**src/rtl/sig_round_pkg.sv**
```systemverilog
package sig_round_pkg;
  typedef struct packed {
    logic g;
    logic r;
    logic s;
  } tail_t;
endpackage

```
**src/rtl/cmpd_adder.sv**
```systemverilog
module cmpd_adder #(
  parameter int SIG_W = 24,
  parameter int BLK_W = 4
) (
  input  logic [SIG_W-1:0] a,
  input  logic [SIG_W-1:0] b,
  output logic [SIG_W:0]   sum0,
  output logic [SIG_W:0]   sum1
);
  localparam int NB = (SIG_W + BLK_W - 1) / BLK_W;
  localparam int PW = NB * BLK_W;

  logic [PW-1:0] pa, pb;
  logic [PW-1:0] w_lo, w_hi;
  logic [NB:0]   c_lo, c_hi;
  logic [PW:0]   f_lo, f_hi;

  assign pa = PW'(a);
  assign pb = PW'(b);
  assign c_lo[0] = 1'b0;
  assign c_hi[0] = 1'b1;

  // each block precomputes both carry-in outcomes; two select chains pick
  for (genvar k = 0; k < NB; k++) begin : g_blk
    logic [BLK_W:0] t0, t1;
    assign t0 = {1'b0, pa[k*BLK_W +: BLK_W]} + {1'b0, pb[k*BLK_W +: BLK_W]};
    assign t1 = {1'b0, pa[k*BLK_W +: BLK_W]} + {1'b0, pb[k*BLK_W +: BLK_W]}
                + (BLK_W+1)'(1);
    assign w_lo[k*BLK_W +: BLK_W] = c_lo[k] ? t1[BLK_W-1:0] : t0[BLK_W-1:0];
    assign w_hi[k*BLK_W +: BLK_W] = c_hi[k] ? t1[BLK_W-1:0] : t0[BLK_W-1:0];
    assign c_lo[k+1] = c_lo[k] ? t1[BLK_W] : t0[BLK_W];
    assign c_hi[k+1] = c_hi[k] ? t1[BLK_W] : t0[BLK_W];
  end

  assign f_lo = {c_lo[NB], w_lo};
  assign f_hi = {c_hi[NB], w_hi};
  assign sum0 = f_lo[SIG_W:0];
  assign sum1 = f_hi[SIG_W:0];
endmodule

```
**src/rtl/round_sel.sv**
```systemverilog
module round_sel
  import sig_round_pkg::*;
#(
  parameter int SIG_W = 24
) (
  input  logic [SIG_W:0]   sum0,
  input  logic [SIG_W:0]   sum1,
  input  tail_t            tail,
  output logic [SIG_W-1:0] sig,
  output logic             exp_inc,
  output logic             inexact
);
  logic ovf, lsb, grd, stk, up;
  logic [SIG_W:0] pick;

  always_comb begin
    ovf  = sum0[SIG_W];
    // on overflow the result LSB moves up one place
    lsb  = ovf ? sum0[1] : sum0[0];
    grd  = ovf ? sum0[0] : tail.g;
    stk  = ovf ? (tail.g | tail.r | tail.s) : (tail.r | tail.s);
    up   = grd & (stk | lsb);
    // overflow + up implies sum0[0]=1, so sum1 carries into bit 1
    pick = up ? sum1 : sum0;
    if (pick[SIG_W]) sig = pick[SIG_W:1];
    else             sig = pick[SIG_W-1:0];
    exp_inc = pick[SIG_W];
    inexact = grd | stk;
  end
endmodule

```
**src/rtl/sig_round_add.sv**
```systemverilog
module sig_round_add
  import sig_round_pkg::*;
#(
  parameter int SIG_W = 24,
  parameter int BLK_W = 4
) (
  input  logic             clk,
  input  logic             rst,
  input  logic [SIG_W-1:0] op_a,
  input  logic [SIG_W-1:0] op_b,
  input  logic             guard_in,
  input  logic             round_in,
  input  logic             sticky_in,
  output logic [SIG_W-1:0] sig_out,
  output logic             exp_inc,
  output logic             inexact
);
  logic [SIG_W:0]   sum0, sum1;
  logic [SIG_W-1:0] sig_c;
  logic             inc_c, inx_c;
  tail_t            tail;

  assign tail = '{g: guard_in, r: round_in, s: sticky_in};

  cmpd_adder #(.SIG_W(SIG_W), .BLK_W(BLK_W)) u_add (
    .a(op_a), .b(op_b), .sum0(sum0), .sum1(sum1)
  );

  round_sel #(.SIG_W(SIG_W)) u_sel (
    .sum0(sum0), .sum1(sum1), .tail(tail),
    .sig(sig_c), .exp_inc(inc_c), .inexact(inx_c)
  );

  always_ff @(posedge clk) begin
    if (rst) begin
      sig_out <= '0;
      exp_inc <= 1'b0;
      inexact <= 1'b0;
    end else begin
      sig_out <= sig_c;
      exp_inc <= inc_c;
      inexact <= inx_c;
    end
  end

  AST_CANDIDATE_STEP: assert property (@(posedge clk) disable iff (rst)
    sum1 == sum0 + (SIG_W+1)'(1));

  AST_RESET_CLEAR: assert property (@(posedge clk)
    $past(rst) |-> (sig_out == '0 && !exp_inc && !inexact));

  AST_INEXACT_SEEN: assert property (@(posedge clk) disable iff (rst)
    (!$past(rst) && $past(guard_in | round_in | sticky_in)) |-> inexact);

  AST_NORM_MSB: assert property (@(posedge clk) disable iff (rst)
    (!$past(rst) && $past(op_a[SIG_W-1])) |-> sig_out[SIG_W-1]);

  AST_EXACT_PASS: assert property (@(posedge clk) disable iff (rst)
    (!$past(rst) && !$past(guard_in | round_in | sticky_in) && !$past(sum0[SIG_W]))
    |-> (sig_out == $past(sum0[SIG_W-1:0]) && !exp_inc));

  AST_OVF_INC: assert property (@(posedge clk) disable iff (rst)
    (!$past(rst) && $past(sum0[SIG_W])) |-> exp_inc);
endmodule

```
**config.mk**
```make
export PLATFORM = sky130hd
export DESIGN_NAME = sig_round_add
export DESIGN_NICKNAME = d
export VERILOG_FILES = /design/src/rtl/sig_round_pkg.sv /design/src/rtl/cmpd_adder.sv /design/src/rtl/round_sel.sv /design/src/rtl/sig_round_add.sv
export SDC_FILE = /design/constraint.sdc
export NUM_CORES = 1
export LEC_CHECK = 0
export ABC_AREA = 1
export BUFFER_PORTS_ARGS = -buffer_cell sky130_fd_sc_hd__buf_4
export CAP_MARGIN = 20
export CORE_MARGIN = 5
export CORE_UTILIZATION = 56
export DETAILED_ROUTE_END_ITERATION = 12
export PLACE_DENSITY = 0.82
export SETUP_SLACK_MARGIN = 0.2
export SLEW_MARGIN = 20
export SYNTH_ARGS = -nofsm -noshare
export SYNTH_HDL_FRONTEND = slang
export SYNTH_SLANG_ARGS = --single-unit
```
**constraint.sdc**
```tcl
create_clock -name clk -period 3.7 [get_ports clk]
set_clock_uncertainty 0.15 [all_clocks]
set_input_delay 0.37 -clock clk [delete_from_list [all_inputs] [get_ports clk]]
set_output_delay 0.37 -clock clk [all_outputs]
set_load 0.05 [all_outputs]
```
==> results.json <==
{
  "status": "finished clean",
  "final_common_cell": "nand2_1",
  "nFillCells": 387,
  "dp_cells": 724,
  "ir_drop_mv": 0.552,
  "htree_levels": 1,
  "root_buffer": "clkbuf_8",
  "postSynthCellCount": 565,
  "cts_buffers": 3,
  "drv_slew": 0,
  "crit_arrival_ns": 3.54,
  "hold_path_end": "sig_out[23]",
  "grt_pass1_vias": 3310,
  "wl_um": 9570,
  "period_needed_ns": 3.52,
  "die_w_um": 88.6,
  "crit_fanout": 6,
  "yosysSeqAreaShare_pct": 15.1,
  "grt_pass1_wl_um": 13700,
  "syn_area_sq_um": 3460,
  "detail_route.wl_per_cell_um": 12.8,
  "nets": 760,
  "rsz0062_at_grt": "false",
  "hold_violations": 0,
  "dp_hpwl_um": 6700,
  "diodes": 0,
  "first_iter_violations": 234,
  "postSynthAreaPerCell_sq_um": 6.12,
  "synth_warnings": 0,
  "worstHoldPathCells": 2,
  "ys_ff_latch": 26,
  "place_congestion": 0.992,
  "syn-num-nets": 654,
  "track_usage_pct": 20.7,
  "start_kind": "input pin",
  "crit_type": "input pin to flop",
  "grt_max_degree": 45,
  "port_buffers": 78,
  "holdWs_ns": 0.135,
  "cts.sinks": 26,
  "synth.distinct_cells": 33,
  "first_pass_iters": 5,
  "antenna_found_initial": 0,
  "synth_area_leaders": "nand2_1, dfxtp_1, ha_1",
  "drive_gt1_share_pct": 28.4,
  "synth_area_leader_cell": "nand2_1",
  "finalNonFillerCells": 745,
  "initial_core_util_pct": 58.0,
  "rows": 28,
  "most-common-layout-cells": "nand2_1, buf_4, inv_1",
  "synth.top_cell.area_share_pct": 19.3,
  "dieHeight_um": 88.6,
  "remaining_drc_errors": 0,
  "tightest_slew_ns": 0.667,
  "die_area_sq_um": 7840,
  "clockBufferDepth": 2,
  "vias_per_cell": 5.22,
  "hp-start": "rst",
  "area_growth_pct": 35.9,
  "holdCritPathClass": "input pin to flop",
  "p_per_area_nw_per_um2": 594,
  "finalSetupViolCount": 0,
  "worstPathRequired_ns": 3.72,
  "p_total_mw": 2.79,
  "fmax_mhz": 284,
  "grt_overflow": 0,
  "fin_crit_sh_pct": 95.1,
  "routed-via-count": 3888,
  "ios": 79,
  "slew_headroom_pct": 55.5,
  "clkSlewWorstSetupHoldPaths_ns": 0.08,
  "cts_tree": "built",
  "maxCapViolCount": 0,
  "crit_path_end_kind": "flop",
  "power_leakage_nw": 2.65,
  "ant_nets": 0,
  "coreArea_sq_um": 5960
}
-- logic make-up (layout without fill, tap and decap cells) --
kind of cell    after synthesis  in the layout  share of synthesized area (%)
xor+xnor                     30             30                           8.04
flops                        26             26                           15.1
simple gates                327            332                           42.2
compound gates               46             46                           8.07
fa+ha+maj                    36             36                           14.3
buf+inv                     100            200                           12.3
-- area by class of cell --
type	instances	area (sq um)	share of cell area, %
sequential	26	520	11.1
tap	75	93.8	2.00
multi-input combinational	444	2810	59.7
inverter	87	329	7.00
clock buffer	4	55.1	1.17
timing repair buffer	109	893	19.0
-- per-stage QoR --
stage | setup WS [ns] | TNS [ns] | utilization [%] | cell area [sq um]
floorplan | 0.292 | 0 | - | 3460
global placement | 0.0327 | 0 | 70.4 | 4200
detailed placement | -0.0474 | -0.361 | 70.4 | 4200
CTS | 0.211 | 0 | 71.4 | 4250
global route | 0.0217 | 0 | 78.9 | 4700
finish | 0.181 | 0 | 78.9 | 4700
-- what timing repair did --
action,CTS,global route
hold buffers,0,0
setup endpoints to repair,0,25
setup buffers,0,9
gates resized for setup,0,51
-- layer usage --
metal | GRT usage, % | share of wire, % | up-vias
li1 | - | - | 1968
met1 | 28.7 | 41 | 1742
met2 | 35.8 | 50 | 165
met3 | 1.68 | 7.4 | 13
met4 | 3.16 | 1.5 | 0
met5 | 0 | 0 | -
-- where the power goes --
group / leakage [nW] / switching [mW] / internal (mW)
logic: 2.41 / 1.43 / 0.767
registers: 0.218 / 0.0274 / 0.389
clock network: 0.0288 / 0.0838 / 0.0951
total: 2.65 / 1.54 / 1.25
-- flip-flops by register name, summed over array words and instances, names as in the netlist --
register	cells
sig_out	24
exp_inc	1
inexact	1
-- worst max-delay path by stage --
stage | startpoint | endpoint | slack (ns) | depth (start not counted)
after CTS | op_a[4] | sig_out[17] | 0.21 | 23
after floorplan | op_a[4] | sig_out[10] | 0.29 | 25
after global routing | op_a[4] | sig_out[5] | 0.02 | 25
after detailed placement | op_a[0] | sig_out[13] | -0.05 | 25
final | op_a[4] | sig_out[5] | 0.18 | 25
after global placement | op_a[0] | sig_out[3] | 0.03 | 25
-- cell usage after synthesis, drive strengths merged --
master / instances
a21o: 4
a21oi: 6
a31oi: 5
buf: 13
dfxtp: 26
fa: 6
ha: 30
inv: 87
nand2: 201
nand3: 57
nand3b: 3
nand4: 2
nor2: 61
nor3: 3
o21ai: 31
xnor2: 8
xor2: 22
-- critical path, cell delays in order --
cell	delay, ns
buf_4	0.11
ha_2	0.19
fa_1	0.54
ha_2	0.20
inv_2	0.05
nor2_4	0.10
nand4_1	0.17
nand2_2	0.13
nand2_2	0.09
buf_4	0.15
nand3_1	0.08
nand3_1	0.09
nand3_1	0.13
nand3_2	0.14
nand3_2	0.10
nand2_1	0.06
inv_2	0.07
nand2_4	0.10
nand2_8	0.13
clkbuf_16	0.16
nand2_1	0.05
nand2_1	0.10
inv_1	0.07
nor2_1	0.11
nor2_1	0.06
No activity file was read; power rests on OpenSTA's default activity.
